**src/rtl/reset_seq_pkg.sv**
```systemverilog
package reset_seq_pkg;
  typedef enum logic [1:0] {
    VEC_NORMAL = 2'b00,
    VEC_WDOG   = 2'b01,
    VEC_CLKMON = 2'b10
  } vec_e;

  typedef enum logic [2:0] {
    S_POR_WAIT,
    S_HOLD,
    S_RUN,
    S_DRIVE,
    S_SETTLE,
    S_SAMPLE
  } seq_state_e;
endpackage

```
**src/rtl/rsq_pin_sync.sv**
```systemverilog
module rsq_pin_sync #(
  parameter int STAGES = 2
) (
  input  logic clk_i,
  input  logic rst_ni,
  input  logic pin_i,
  output logic pin_s_o
);
  logic [STAGES-1:0] sync_q;

  generate
    for (genvar g = 0; g < STAGES; g++) begin : g_stage
      always_ff @(posedge clk_i or negedge rst_ni) begin
        if (!rst_ni) sync_q[g] <= 1'b1;
        else if (g == 0) sync_q[g] <= pin_i;
        else sync_q[g] <= sync_q[g-1];
      end
    end
  endgenerate

  assign pin_s_o = sync_q[STAGES-1];

  logic [1:0] vld_q;
  always_ff @(posedge clk_i or negedge rst_ni) begin
    if (!rst_ni) vld_q <= '0;
    else if (vld_q != 2'd3) vld_q <= vld_q + 2'd1;
  end

  // synchronized level trails the raw pin by two clocks
  p_sync_lat_r7: assert property (@(posedge clk_i) disable iff (!rst_ni)
    (vld_q == 2'd3) |-> (pin_s_o == $past(pin_i, STAGES)));
endmodule

```
**src/rtl/rsq_src_arb.sv**
```systemverilog
module rsq_src_arb
  import reset_seq_pkg::*;
(
  input  logic clk_i,
  input  logic rst_ni,
  input  logic cap_i,
  input  logic clr_i,
  input  logic wdog_i,
  input  logic cmon_i,
  output vec_e src_o
);
  vec_e src_q;

  always_ff @(posedge clk_i or negedge rst_ni) begin
    if (!rst_ni) src_q <= VEC_NORMAL;
    else if (clr_i) src_q <= VEC_NORMAL;
    else if (cap_i && cmon_i) src_q <= VEC_CLKMON;
    else if (cap_i && wdog_i) src_q <= VEC_WDOG;
  end

  assign src_o = src_q;

  p_cm_prio_r6: assert property (@(posedge clk_i) disable iff (!rst_ni)
    (cap_i && cmon_i && !clr_i) |=> (src_o == VEC_CLKMON));
  p_keep_src_r6: assert property (@(posedge clk_i) disable iff (!rst_ni)
    (!cap_i && !clr_i) |=> $stable(src_o));
endmodule

```
**src/rtl/rsq_fsm.sv**
```systemverilog
module rsq_fsm
  import reset_seq_pkg::*;
#(
  parameter int STABLE_CYC = 4064,
  parameter int DRIVE_E    = 4,
  parameter int SAMPLE_E   = 2,
  parameter int SYNC_STG   = 2
) (
  input  logic       clk_i,
  input  logic       rst_ni,
  input  logic       por_i,
  input  logic       osc_ok_i,
  input  logic       e_en_i,
  input  logic       pin_s_i,
  input  logic       req_i,
  input  vec_e       src_i,
  output logic       cap_o,
  output logic       clr_o,
  output logic       pin_pd_o,
  output logic       core_rst_o,
  output logic [1:0] vec_o
);
  localparam int CNT_MAX = (STABLE_CYC > DRIVE_E) ? STABLE_CYC : DRIVE_E;
  localparam int CNT_W   = $clog2(CNT_MAX + 1);
  localparam logic [CNT_W-1:0] STABLE_LAST = CNT_W'(STABLE_CYC - 1);
  localparam logic [CNT_W-1:0] DRIVE_LAST  = CNT_W'(DRIVE_E - 1);
  localparam logic [CNT_W-1:0] SAMPLE_LAST = CNT_W'(SAMPLE_E - 1);
  localparam logic [CNT_W-1:0] SYNC_LAST   = CNT_W'(SYNC_STG - 1);

  seq_state_e state_q, state_d;
  logic [CNT_W-1:0] cnt_q, cnt_d;
  logic pin_prev_q;
  vec_e vec_q;

  always_comb begin
    state_d = state_q;
    cnt_d   = cnt_q;
    cap_o   = 1'b0;
    clr_o   = 1'b0;
    unique case (state_q)
      S_POR_WAIT: if (e_en_i && osc_ok_i) begin
        if (cnt_q == STABLE_LAST) begin state_d = S_HOLD; cnt_d = '0; end
        else cnt_d = cnt_q + 1'b1;
      end
      S_HOLD: if (pin_s_i) state_d = S_RUN;
      S_RUN: begin
        if (req_i) begin
          state_d = S_DRIVE; cnt_d = '0; cap_o = 1'b1;
        end else if (pin_prev_q && !pin_s_i) begin
          state_d = S_HOLD; clr_o = 1'b1;
        end
      end
      S_DRIVE: if (e_en_i) begin
        if (cnt_q == DRIVE_LAST) begin state_d = S_SETTLE; cnt_d = '0; end
        else cnt_d = cnt_q + 1'b1;
      end
      S_SETTLE: if (e_en_i) begin
        if (cnt_q == SAMPLE_LAST) begin state_d = S_SAMPLE; cnt_d = '0; end
        else cnt_d = cnt_q + 1'b1;
      end
      S_SAMPLE: begin
        // wait out the synchronizer, then classify
        if (cnt_q == SYNC_LAST) begin
          cnt_d = '0;
          if (pin_s_i) state_d = S_RUN;
          else begin state_d = S_HOLD; clr_o = 1'b1; end
        end else cnt_d = cnt_q + 1'b1;
      end
      default: state_d = S_POR_WAIT;
    endcase
    if (por_i) begin
      state_d = S_POR_WAIT; cnt_d = '0; clr_o = 1'b1; cap_o = 1'b0;
    end
  end

  always_ff @(posedge clk_i or negedge rst_ni) begin
    if (!rst_ni) begin
      state_q    <= S_POR_WAIT;
      cnt_q      <= '0;
      pin_prev_q <= 1'b1;
      vec_q      <= VEC_NORMAL;
    end else begin
      state_q    <= state_d;
      cnt_q      <= cnt_d;
      pin_prev_q <= pin_s_i;
      if (state_d == S_RUN && state_q != S_RUN)
        vec_q <= clr_o ? VEC_NORMAL : src_i;
    end
  end

  assign pin_pd_o   = (state_q == S_DRIVE);
  assign core_rst_o = (state_q != S_RUN);
  assign vec_o      = vec_q;

  p_por_hold_r1: assert property (@(posedge clk_i) disable iff (!rst_ni)
    (state_q == S_POR_WAIT && !(e_en_i && osc_ok_i)) |=> core_rst_o);
  p_release_pin_r2: assert property (@(posedge clk_i) disable iff (!rst_ni)
    $fell(core_rst_o) |-> $past(pin_s_i));
  p_vec_stable_r3: assert property (@(posedge clk_i) disable iff (!rst_ni)
    (!core_rst_o && $past(!core_rst_o)) |-> $stable(vec_o));
  p_drive_len_r4: assert property (@(posedge clk_i) disable iff (!rst_ni)
    (pin_pd_o && !(e_en_i && cnt_q == DRIVE_LAST) && !por_i) |=> pin_pd_o);
  p_no_drive_in_rst_r8: assert property (@(posedge clk_i) disable iff (!rst_ni)
    $rose(pin_pd_o) |-> $past(!core_rst_o));
  p_por_restart_r9: assert property (@(posedge clk_i) disable iff (!rst_ni)
    por_i |=> (core_rst_o && !pin_pd_o));
endmodule

```
**src/rtl/reset_seq_top.sv**
```systemverilog
module reset_seq_top
  import reset_seq_pkg::*;
#(
  parameter int STABLE_CYC = 4064,
  parameter int DRIVE_E    = 4,
  parameter int SAMPLE_E   = 2,
  parameter int SYNC_STG   = 2
) (
  input  logic       clk_i,
  input  logic       rst_ni,
  input  logic       por_i,
  input  logic       osc_ok_i,
  input  logic       e_en_i,
  input  logic       pin_i,
  input  logic       wdog_req_i,
  input  logic       cmon_req_i,
  output logic       pin_pd_o,
  output logic       core_rst_o,
  output logic [1:0] vec_o
);
  logic pin_s, cap, clr;
  vec_e src;

  rsq_pin_sync #(.STAGES(SYNC_STG)) u_sync (
    .clk_i(clk_i), .rst_ni(rst_ni), .pin_i(pin_i), .pin_s_o(pin_s)
  );

  rsq_src_arb u_arb (
    .clk_i(clk_i), .rst_ni(rst_ni), .cap_i(cap), .clr_i(clr),
    .wdog_i(wdog_req_i), .cmon_i(cmon_req_i), .src_o(src)
  );

  rsq_fsm #(
    .STABLE_CYC(STABLE_CYC), .DRIVE_E(DRIVE_E),
    .SAMPLE_E(SAMPLE_E), .SYNC_STG(SYNC_STG)
  ) u_fsm (
    .clk_i(clk_i), .rst_ni(rst_ni), .por_i(por_i), .osc_ok_i(osc_ok_i),
    .e_en_i(e_en_i), .pin_s_i(pin_s), .req_i(wdog_req_i | cmon_req_i),
    .src_i(src), .cap_o(cap), .clr_o(clr), .pin_pd_o(pin_pd_o),
    .core_rst_o(core_rst_o), .vec_o(vec_o)
  );

  p_pd_in_reset_r4: assert property (@(posedge clk_i) disable iff (!rst_ni)
    pin_pd_o |-> core_rst_o);
endmodule

```
**config.mk**
```make
export PLATFORM = sky130hd
export DESIGN_NAME = reset_seq_top
export DESIGN_NICKNAME = d
export VERILOG_FILES = /design/src/rtl/reset_seq_pkg.sv /design/src/rtl/rsq_pin_sync.sv /design/src/rtl/rsq_src_arb.sv /design/src/rtl/rsq_fsm.sv /design/src/rtl/reset_seq_top.sv
export SDC_FILE = /design/constraint.sdc
export NUM_CORES = 1
export LEC_CHECK = 0
export ABC_AREA = 1
export BUFFER_PORTS_ARGS = -buffer_cell sky130_fd_sc_hd__clkbuf_2
export CAP_MARGIN = 15
export CORE_MARGIN = 3
export CORE_UTILIZATION = 49
export CTS_CLUSTER_SIZE = 16
export DETAILED_ROUTE_END_ITERATION = 16
export PLACE_DENSITY = 0.74
export SKIP_CTS_REPAIR_TIMING = 1
export SLEW_MARGIN = 20
export SYNTH_ARGS = -nofsm -noshare
export SYNTH_HDL_FRONTEND = slang
export SYNTH_SLANG_ARGS = --single-unit
export TNS_END_PERCENT = 20
```
**constraint.sdc**
```tcl
create_clock -name clk_i -period 2.1 [get_ports clk_i]
set_input_delay 0.42 -clock clk_i [delete_from_list [all_inputs] [get_ports clk_i]]
set_output_delay 0.42 -clock clk_i [all_outputs]
set_load 0.05 [all_outputs]
```
After elaboration in Yosys (flattened, before gate mapping)
Index checks and enable logic that the tools add are counted.
W data, S select, Z words.
Cells by class
  add/sub/neg operators: 1
  eq/ne operators: 14
  mux-type cells: 35
  bitwise logic cells: 1
  reduce and logical (&&, ||, !) cells: 10
Operators with widths (count)
  $mux W12: 8
  $pmux W12 S5: 1
  $mux W3: 11
  $pmux W3 S6: 1
  $add A12 B1 Y12 const B: 1
  $eq A12 B1 Y1 const B: 1
  $eq A12 B12 Y1 const B: 1
  $eq A12 B2 Y1 const B: 1
  $mux W2: 5
  $eq A3 B2 Y1 const B: 3
  $ne A3 B2 Y1 const B: 3
  $mux W1: 8
  $eq A3 B3 Y1 const B: 2
  $ne A3 B3 Y1 const B: 2
  $reduce_bool A6 Y1: 1
  $logic_and A1 B1 Y1: 5
  $reduce_and A5 Y1: 1
  $eq A3 B1 Y1 const B: 1
  $logic_not A3 Y1: 1
  $reduce_bool A3 Y1: 1
  $pmux W1 S2: 1
  $logic_not A1 Y1: 1
  $or A1 B1 Y1: 1
Storage, ports and cells
  bits in registers: 22
  input port bits: 8
  output and inout bits: 4
  logic and storage cells: 68

Depth between registers and ports, before layout
Gate-level depths: netlist of the first run.
  depth after elaboration: 8
  mapped depth: 13
  depth with buffers taken out: 13

Cells and area by module
Synthesis of the first run repeated with hierarchy kept, for this count alone.
Second synthesis, totals
  cells, all modules: 227
  area, all modules: 1539.0 um2
By module, submodules not included
  rsq_fsm: times used 1, cells an instance 212, area each 1386.3 um2, sequential area each 451.7 um2
  rsq_src_arb: times used 1, cells an instance 10, area each 88.8 um2, sequential area each 50.0 um2
  rsq_pin_sync: times used 1, cells an instance 2, area each 52.6 um2, sequential area each 52.6 um2
  reset_seq_top: times used 1, cells an instance 3, area each 11.3 um2, sequential area each 0.0 um2

Worst setup path before layout of the first run
No wires, ideal clock.
  path type: reg2reg
  start: register u_fsm.state_q[2]
  end: register u_fsm.vec_q[0] (netlist: u_fsm.vec_o[0])
  library setup time: 120 ps
  arrival: 1550 ps
  path slack: 430 ps
  stages on the path, launching flop included: 11
  path buffers: 0
  path through: dfrtp_1 inv_2 nand3_2 inv_1 o21ai_0 nand3_1 nor2_1 nor2_2 nand3_1 nand2_1 nand2_1
RTL lines
  start: declaration: RTL line rsq_fsm.sv:30  | seq_state_e state_q, state_d;
  start signal: assignment: RTL line rsq_fsm.sv:83  | state_q <= state_d;
  $ne A3 B2 Y1
  named net core_rst_o: RTL line reset_seq_top.sv:18  | output logic core_rst_o,
  $logic_and A1 B1 Y1: RTL line rsq_fsm.sv:86  | if (state_d == S_RUN && state_q != S_RUN)
  end signal: assignment: RTL line rsq_fsm.sv:87  | vec_q <= clr_o ? VEC_NORMAL : src_i;
  end: declaration: RTL line rsq_fsm.sv:33  | vec_e vec_q;
The timed path passes the listed nets, and every way through them passes these cells.
A chain may end at the register's enable or synchronous reset.

Final worst setup path of the first run
  start: register u_fsm.state_q[2]
  end: output port pin_pd_o
On the way
  longest elaborated chain between the ends: 1
RTL lines
  $eq A3 B2 Y1: RTL line rsq_fsm.sv:91  | assign pin_pd_o = (state_q == S_DRIVE);
  end: declaration: RTL line reset_seq_top.sv:17  | output logic pin_pd_o,
Every way passes these cells.

==> results.md, run 1 <==
- Status: finished, final reports clean
- Final Skew: 1.61 ps
- Fill cells: between 200 and 300
- FF-to-FF Start: u_fsm.cnt_q[0]
- Psw: between 200 and 300 µW
- Synth warn: 0
- DRC violations left: 0
- Total GRT Usage: 19.6%
- CTS Buffer Depth: 2
- Leakage power: 0.000854 µW
- Max-slew headroom: 62.6%
- CTS tree: yes
- Clock root buffer: clkbuf_4
- Layout cells sized above 1: 14.6%
- Worst Path Required: approximately 1700 ps
- Most frequent cells in the layout: 65 x nand2_1, 31 x nor2_1, 30 x inv_1
- Buffers and inverters on the worst path: 3
- Kind of critical path: flop to output pin
- Fin util: about 58%
- Final HPWL DP: roughly 2500 µm
- Worst-Margin Slew: between 500 and 600 ps
- Post-route ant nets: 0
- Clock slew at reported path FFs: ~130 ps
- DRT iter0 DRCs: roughly 120
- DIE AREA: about 3800 µm²
- Total number of clock tree sinks: 22
- Global-route wire length before repair: 5510 µm
- Final min period: 1960 ps
- Post-Syn Area: about 1500 µm²
- Vias in the first global route: 1,231
- Remaining Overflow, GRT: 0
- Post-layout nets: about 250
- Hold Vio Cnt, Final: 0
- Commonest non-fill, non-tap cell in the layout: nand2_1
- Worst-case reg-to-reg path depth: 11
- RSZ-0062 raised after global routing: no
- Synth Area per Inst: 6.64 µm²
- Worst EP arrival: between 1500 and 2000 ps
- Die span in y: about 60 µm
- WL/cell: 12.0 µm
- Core Region: between 2000 and 3000 µm²
- Critical path capture point type: output pin
- Max-cap violations: 0
- Largest net degree at the start of global routing: 23
- Post-Syn Nets: around 240
- Syn Inst Count: 226
- Startpoint Class: flop
- Initial antenna violation count: 0
- Sequential share of power: 47.9%
- Seq cells post-synth: 22
- Cell internal pwr: about 700 µW
- HP Class: input pin to asynchronous set/reset pin
- Levels on crit path: 4
- TNS Setup: 0 ps
- Slew Viols, Final: 0
- TritonRoute pass-1 iters: 4
- Worst Path Max Fanout: 5
- Sw Ratio: 29.3%
- Clk_lat worst skew: between 300 and 400 ps
- Clock share of power: about a third
- Detailed Route WL: 3250 µm
- Peak supply drop: ~330 µV
- Crit-path max cell delay: 460 ps
- Max Freq: roughly 510 MHz
- Final setup vio count: 0
- IO Port Bufs: 11
- Cts bufs inserted: 3
- Yosys cell types: 22
- Area growth syn-to-layout: 9.01%
- IO Pins: 12
- Post-synthesis sequential area ratio: a little under two fifths
- H-tree levels: 1
- Power Density: 605 nW/µm²
- Crit. Startpoint: u_fsm.state_q[2]
- Dominant delay contributor by cell family on the critical path: buffers and inverters
- Starting density of the core: between 50% and 60%
- Routability-driven placement congestion ratio: 0.842
- Logic pwr share: 18.9%
- Vias/cell: ~5.3
- Number of antenna diodes: 0
- Vias post-DR: roughly 1,400
- Crit share post-route: ~93%
- CP max stage cell: dfrtp_1
- Worst-path cell chain: inv_2 -> nand3_1 -> inv_1 -> clkbuf_2
- Die width: 61.3 µm
- Std cell rows: 19
==> synthesized netlist by cell type <==
library cell	n	area, µm²
xor2_1	3	26.3
inv_1	30	113
a21oi_1	4	20.0
nand3_1	25	125
nand2_4	1	11.3
dfstp_2	3	78.8
nor2_1	31	116
dfrtp_1	19	475
nand3_2	3	30.0
a31oi_1	1	6.26
inv_2	6	22.5
nand4_1	7	43.8
buf_6	1	11.3
o211ai_1	4	30.0
nor2_2	2	12.5
ha_1	2	25.0
o21ai_0	7	35.0
nor3_2	2	20.0
nor3_1	5	25.0
nand2_1	65	244
nand2_2	3	18.8
o21ai_1	2	10.0
==> final cells by class <==
class,instances,area (µm²),share of cell area [%]
flip-flops and latches,22,554,33.9
repair buffers,11,55.1,3.37
inverters,36,135,8.26
well taps,31,38.8,2.37
clock buffers,3,22.5,1.38
multi-input cells,167,800,48.9
clock inverters,1,30.0,1.84
==> metal layers <==
metal | part of all wire (%) | vias up | GRT usage [%]
met5 | 0 | - | 0
met4 | 1.4 | 0 | 6.36
met3 | 4.7 | 5 | 2.31
met2 | 44 | 40 | 28.1
met1 | 50 | 653 | 30.5
li1 | - | 750 | -
==> power by group through the flow <==
stage                     clock (µW)  combinational [µW]  sequential [µW]
after floorplan                    0                 142              476
after global placement             0                 186              481
after detailed placement           0                 188              481
after CTS                        343                 188              473
after global routing             363                 217              478
final                            328                 187              474
==> cells by family (layout without fill, tap and decap cells) <==
family	count (synthesis)	count (layout)	share of synthesized area (%)
and+or+nand+nor	144	144	43.1
adders and majority gates	2	2	1.67
AOI/OAI and AO/OA	18	18	6.76
buffers and inverters	37	51	9.76
xor gates and xnor gates	3	3	1.75
DFF	22	22	36.9
==> final timing paths <==
kind,endpoint,slack (ps)
setup reg to reg,u_fsm.vec_o[1],340
max in group asynchronous,u_sync.sync_q[0],1660
min in group clk_i,u_sync.sync_q[0],170
hold reg to reg,u_sync.pin_s_o,370
hold / removal,u_fsm.cnt_q[9],70
setup / recovery,pin_pd_o,140
==> registers in the layout (all words and copies together), names as in the netlist <==
register	flops
u_fsm.cnt_q	12
u_fsm.vec_o	2
u_arb.src_o	2
u_sync.pin_s_o	1
u_fsm.pin_prev_q	1
u_sync.sync_q	1
u_fsm.state_q	3
==> per-stage QoR <==
stage          cell area, µm²  setup WS [ps]  std cells  hold slack [ps]  total power, µW
2_1_floorplan            1500            430        226              124              618
3_3_place_gp             1580            363        267              347              667
3_5_place_dp             1580            370        267              352              669
4_1_cts                  1640            117        271             80.1             1000
5_1_grt                  1640           33.5        271             86.4             1060
6_report                 1640            142        271             71.6              989
No activity file was read; power rests on OpenSTA's default activity.
==> run 2: changes to the inputs <==
--- a/config.mk
+++ b/config.mk
@@ -6,13 +6,13 @@
 export NUM_CORES = 1
 export LEC_CHECK = 0
 export ABC_AREA = 1
-export BUFFER_PORTS_ARGS = -buffer_cell sky130_fd_sc_hd__clkbuf_2
 export CAP_MARGIN = 15
 export CORE_MARGIN = 3
 export CORE_UTILIZATION = 49
 export CTS_CLUSTER_SIZE = 16
 export DETAILED_ROUTE_END_ITERATION = 16
-export PLACE_DENSITY = 0.74
+export DONT_BUFFER_PORTS = 1
+export PLACE_DENSITY = 0.71
 export SKIP_CTS_REPAIR_TIMING = 1
 export SLEW_MARGIN = 20
 export SYNTH_ARGS = -nofsm -noshare
==> run 2 against run 1 <==
Net effect: clock power rose by 2%; sequential share of layout area rose by 0.21 points; worst setup slack improved by 79 ps; global-route usage rose by 0.75 points; total power rose by 0.61%; hold slack improved by 7.9 ps; register-to-register slack got worse by 60 ps; die area did not move; combinational power barely moved; critical endpoint unchanged; final area fell by 0.61%; largest power group unchanged; non-clock buffer count fell by 7; final cell count fell by 2.6%.
==> results.md, run 2 (same netlist as run 1, synthesis figures left out) <==
- Status: finished, final reports clean
- Reg-to-reg slack, setup: 280 ps (-60 ps)
- Startpoint Class: flop
- Post-layout nets: 244 (-2.8%)
- FF-to-FF Start: u_fsm.cnt_q[0]
- Vias/cell: 5.40 (+1.1%)
- CTS Buffer Depth: 2 (unchanged)
- Starting density of the core: 53.0% (unchanged)
- Clk_lat worst skew: 320 ps (about the same)
- Clock slew at reported path FFs: 130 ps (about the same)
- DIE AREA: 3760 µm² (unchanged)
- Worst Path Max Fanout: 5 (unchanged)
- Std cell rows: 19 (unchanged)
- Routability-driven placement congestion ratio: 0.851 (+1.1%)
- Worst EP arrival: 1460 ps (-80 ps)
- Most frequent cells in the layout: 65 x nand2_1, 31 x nor2_1, 30 x inv_1
- Kind of critical path: flop to output pin
- Clock root buffer: clkbuf_4
- Hold Startpoint: pin_i
- IO Port Bufs: 0 (-11)
- Cts bufs inserted: 3 (unchanged)
- Sequential share of power: 48.0% (about the same)
- Crit share post-route: 89.5% (-3.8 points)
- WL/cell: 12.7 µm (+5.9%)
- CTS tree: yes
- Detailed Route WL: 3350 µm (+3.2%)
- Post-route ant nets: 0 (unchanged)
- Slew Viols, Final: 0 (unchanged)
- Cell internal pwr: 700 µW (+0.14%)
- Crit. Startpoint: u_fsm.state_q[2]
- Vias post-DR: 1,426 (-1.5%)
- Global-route wire length before repair: 5710 µm (+3.6%)
- Top reg by flops: u_fsm.cnt_q
- Peak supply drop: 377 µV (+16%)
- Number of antenna diodes: 0 (unchanged)
- Hold slack: 79.5 ps (+7.88 ps)
- Hold Vio Cnt, Final: 0 (unchanged)
- DRC violations left: 0 (unchanged)
- RSZ-0062 raised after global routing: no
- IO Pins: 12 (unchanged)
- Fill cells: 272 (-3.2%)
- Remaining Overflow, GRT: 0 (unchanged)
- Final min period: 1880 ps (-79.1 ps)
- Psw: 295 µW (+1.7%)
- Max-cap violations: 0 (unchanged)
- H-tree levels: 1 (unchanged)
- Max reg flops: 12 (unchanged)
- TritonRoute pass-1 iters: 4 (unchanged)
- Reg-to-Reg End: u_fsm.vec_o[0]
- Sw Ratio: 29.7% (+0.32 points)
- Worst Path Required: 1680 ps (about the same)
- Power Density: 612 nW/µm² (+1.2%)
- DRT iter0 DRCs: 134 (+17%)
- Total GRT Usage: 20.4% (+0.75 points)
- Total number of clock tree sinks: 22 (unchanged)
- Worst min-delay path endpoint: u_sync.sync_q[0]
- Worst-case reg-to-reg path depth: 11 (unchanged)
- Worst Hold Path Cells: 0
- Commonest non-fill, non-tap cell in the layout: nand2_1
- Multi-input gate area: 800 µm² (unchanged)
- Final Skew: 2.44 ps (+0.831 ps)
- Leakage power: 0.000830 µW (-2.8%)
- Layout cells sized above 1: 11.6% (-3.0 points)
- Logic pwr share: 18.5% (-0.4 points)
- Worst-Margin Slew: 461 ps (-100 ps)
- Final setup vio count: 0 (unchanged)
- Largest net degree at the start of global routing: 23 (unchanged)
- Area growth syn-to-layout: 8.34%
- Max-slew headroom: 69.0% (+6.4 points)
- Critical path capture point type: output pin
- Largest regs: u_fsm.cnt_q x12, u_fsm.state_q x3
- Initial antenna violation count: 0 (unchanged)
- Final HPWL DP: 2510 µm (+2.0%)
- HP Class: input pin to flop
- Clock share of power: 33.6% (+0.4 points)
- TNS Setup: 0 ps (unchanged)
- Die span in y: 61.3 µm (unchanged)
- Core Region: 2830 µm² (unchanged)
- Max Freq: 532 MHz (+4.2%)
- Fin util: 57.5% (-0.35 points)
- Die width: 61.3 µm (unchanged)
- FF+latch area: 554 µm² (unchanged)
- Vias in the first global route: 1,246 (+1.2%)
## run 2: worst max-delay path by stage
stage	depth (start not counted)	slack, ps	to
detailed placement	11	340	u_fsm.vec_o[0]
finish	4	220	pin_pd_o
floorplan	10	430	u_fsm.vec_o[0]
CTS	4	230	pin_pd_o
global route	9	90	u_fsm.cnt_q[8]
global placement	11	410	u_fsm.vec_o[1]
## run 2: final cells by class
class | count | area share [%]
Clock inverter | 1 | 1.85
Tap cell | 31 | 2.39
Clock buffer | 3 | 1.39
Sequential cell | 22 | 34.1
Multi-Input combinational cell | 167 | 49.2
Inverter | 36 | 8.31
Timing Repair Buffer | 4 | 2.77
## run 2: per-layer routing
| metal | vias up | routed length [µm] | GRT usage (%) | share of wire, % |
|---|---|---|---|---|
| li1 | 738 | - | - | - |
| met1 | 643 | 1620 | 31.3 | 48 |
| met2 | 40 | 1500 | 30.5 | 45 |
| met3 | 5 | 188 | 1.89 | 5.6 |
| met4 | 0 | 40 | 5.45 | 1.2 |
| met5 | - | 0 | 0 | 0 |
## run 2: critical path, cell delays in order, from the launching register on
cell and delay, ps:
dfrtp_1 460, inv_2 120, nand3_1 150, inv_1 190, buf_4 230
## run 2: metrics by stage
stage          power, µW  cell area (µm²)  setup slack [ps]  cells
3_3_place_gp         653             1540               407    258
2_1_floorplan        618             1500               430    226
6_report             995             1630               221    264
4_1_cts              989             1600               228    262
5_1_grt             1060             1630              87.8    264
3_5_place_dp         654             1540               339    258
## run 2: power groups by stage
| stage | combinational [µW] | sequential (µW) | clock [µW] |
|---|---|---|---|
| after floorplan | 142 | 476 | 0 |
| after global placement | 169 | 483 | 0 |
| after detailed placement | 170 | 484 | 0 |
| after CTS | 171 | 477 | 342 |
| after global routing | 214 | 481 | 361 |
| final | 184 | 477 | 334 |
==> run 3: changes to the inputs <==
--- a/config.mk
+++ b/config.mk
@@ -7,12 +7,14 @@
 export LEC_CHECK = 0
 export ABC_AREA = 1
 export CAP_MARGIN = 15
+export CELL_PAD_IN_SITES_DETAIL_PLACEMENT = 1
+export CELL_PAD_IN_SITES_GLOBAL_PLACEMENT = 2
 export CORE_MARGIN = 3
-export CORE_UTILIZATION = 49
+export CORE_UTILIZATION = 34
 export CTS_CLUSTER_SIZE = 16
 export DETAILED_ROUTE_END_ITERATION = 16
 export DONT_BUFFER_PORTS = 1
-export PLACE_DENSITY = 0.71
+export PLACE_DENSITY = 0.84
 export SKIP_CTS_REPAIR_TIMING = 1
 export SLEW_MARGIN = 20
 export SYNTH_ARGS = -nofsm -noshare
==> run 3 against run 2 <==
Net effect: non-clock buffer count increased by 2; via count increased by 0.56%; utilization decreased by 17 points; first-iteration DRC count shrank 36%; register-to-register slack improved by 20 ps; hold slack gained 50 ps; total power rose by 9.3%; critical path type is now flop to flop; critical endpoint is now u_fsm.cnt_q[8]; largest cell class unchanged; largest power group unchanged; highest routed layer unchanged.
==> results.md, run 3 (same netlist as run 1, synthesis figures left out) <==
- Largest regs: u_fsm.cnt_q x12, u_fsm.state_q x3
- Vias post-DR: 1,434 (+0.56%)
- DP Area: 1580 µm² (+2.5%)
- Worst Path Required: 2260 ps (+580 ps)
- Total GRT Usage: 16.9% (-3.4 points)
- TNS Setup: 0 ps (unchanged)
- Hold slack: 129 ps (+50.0 ps)
- Layout cells sized above 1: 12.3% (+0.75 points)
- Crit share post-route: 85.5% (-4.0 points)
- Remaining Overflow, GRT: 0 (unchanged)
- Starting density of the core: 36.5% (-17 points)
- WL/cell: 14.4 µm (+13%)
- Final Skew: 4.35 ps (+1.91 ps)
- Design Area, Final: 1680 µm² (+3.5%)
- Vias/cell: 5.03 (-6.8%)
- Clock root buffer: clkbuf_8
- Area growth syn-to-layout: 12.2%
- Post-route ant nets: 0 (unchanged)
- Die span in y: 72.4 µm (+18%)
- Crit-path max cell delay: 420 ps (-40 ps)
- Critical path capture point type: flop
- Hold Vio Cnt, Final: 0 (unchanged)
- CTS Buffer Depth: 2 (unchanged)
- Max-cap violations: 0 (unchanged)
- Max reg flops: 12 (unchanged)
- Reg-to-reg slack, setup: 300 ps (+20 ps)
- Power Density: 646 nW/µm² (+5.5%)
- Total number of clock tree sinks: 22 (unchanged)
- Crit. Startpoint: u_fsm.cnt_q[0]
- Worst-path cell chain: ha_1 -> nand2_1 -> nor2_1 -> nand2_1 -> nor2_1 -> nand3_1 -> o211ai_1 -> nand2_1 -> nand4_1 -> o21ai_0
- Routability-driven placement congestion ratio: 0.817 (-4.1%)
- Std cell rows: 23 (+4)
- Die width: 72.4 µm (+18%)
- Buffers and inverters on the worst path: 0 (-3)
- CP max stage cell: dfrtp_1
- Startpoint Class: flop
- CTS tree: yes
- Vias in the first global route: 1,429 (+15%)
- IO Pins: 12 (unchanged)
- Largest net degree at the start of global routing: 23 (unchanged)
- Initial antenna violation count: 0 (unchanged)
- Cts bufs inserted: 3 (unchanged)
- Commonest non-fill, non-tap cell in the layout: nand2_1
- DRC violations left: 0 (unchanged)
- RSZ-0062 raised after global routing: no
- IO Port Bufs: 0 (unchanged)
- Status: finished, final reports clean
- Peak supply drop: 311 µV (-18%)
- Leakage power: 0.000848 µW (+2.2%)
- Global-route wire length before repair: 6940 µm (+22%)
- Most frequent cells in the layout: 65 x nand2_1, 31 x nor2_1, 30 x inv_1
- Kind of critical path: flop to flop
- DIE AREA: 5250 µm² (+39%)
- Levels on crit path: 10 (+6)
- Crit path to: u_fsm.cnt_q[8]
- Top reg by flops: u_fsm.cnt_q
- Final setup vio count: 0 (unchanged)
- Worst EP arrival: 1950 ps (+490 ps)
- Final min period: 1800 ps (-83.1 ps)
- Core Region: 4120 µm² (+45%)
- Dominant delay contributor by cell family on the critical path: simple AND/OR/NAND/NOR gates
- DRT iter0 DRCs: 86 (-36%)
- Worst-Margin Slew: 471 ps (+10.5 ps)
- Number of antenna diodes: 0 (unchanged)
- Detailed Route WL: 4090 µm (+22%)
- FF-to-FF Start: u_fsm.cnt_q[0]
- Crit path top cell by count: nand2_1
- Slew Viols, Final: 0 (unchanged)
- Placement Setup Slack: 314 ps (-25.7 ps)
- H-tree levels: 1 (unchanged)
- Post-layout nets: 246 (+0.82%)
- Max Freq: 557 MHz (+4.6%)
- Worst-case reg-to-reg path depth: 10 (-1)
- HP Class: input pin to flop
- Final HPWL DP: 3210 µm (+28%)
- Clock slew at reported path FFs: 90 ps (-40 ps)
- Max-slew headroom: 68.6% (-0.38 points)
- Worst Path Max Fanout: 5 (unchanged)
- TritonRoute pass-1 iters: 4 (unchanged)
- Clk_lat worst skew: 280 ps (-40 ps)
- Reg-to-Reg End: u_fsm.cnt_q[8]
- Worst setup margin: 305 ps (+83.1 ps)
## run 3: cell types whose count changed in the layout (fill, tap and decap cells not counted), sizes merged
cell	before	now
buf	3	5
## run 3: power by group
part	leakage (µW)	switching, µW	internal [µW]	total, µW
sequential	0.000295	30.4	447	478
clock	0.0000357	161	255	416
combinational	0.000517	133	59.9	193
total	0.000848	324	763	1090
## run 3: cell type report
class | count | area [µm²]
clock inverter | 1 | 30.0
tap | 50 | 62.6
inverter | 36 | 135
timing repair buffer | 6 | 60.1
multi-input combinational | 167 | 800
sequential | 22 | 554
fill | 545 | 2430
clock buffer | 3 | 41.3
## run 3: how the worst min path moves through the flow
stage           start               end  slack (ps)  depth (start not counted)
2_1_floorplan  rst_ni    u_arb.src_o[0]         120                          0
3_3_place_gp   rst_ni    u_fsm.cnt_q[7]         130                          0
3_5_place_dp   rst_ni    u_fsm.cnt_q[9]         130                          0
4_1_cts        rst_ni   u_fsm.cnt_q[10]        -180                          0
5_1_grt         pin_i  u_sync.sync_q[0]         120                          0
6_report        pin_i  u_sync.sync_q[0]         130                          0
## run 3: metrics by stage
step	std cells	utilization, %	power (µW)
after floorplan	226	-	618
after global placement	279	38.4	664
after detailed placement	279	38.4	665
after CTS	283	40.2	1080
final	285	40.9	1090
after global routing	285	40.9	1140
## run 3: routing by layer
layer / wire length [µm] / track usage [%] / vias up
met5: 0 / 0 / -
met4: 55 / 4.92 / 0
met3: 123 / 2.63 / 5
met2: 1740 / 25.8 / 18
met1: 2170 / 24.8 / 673
li1: - / - / 738
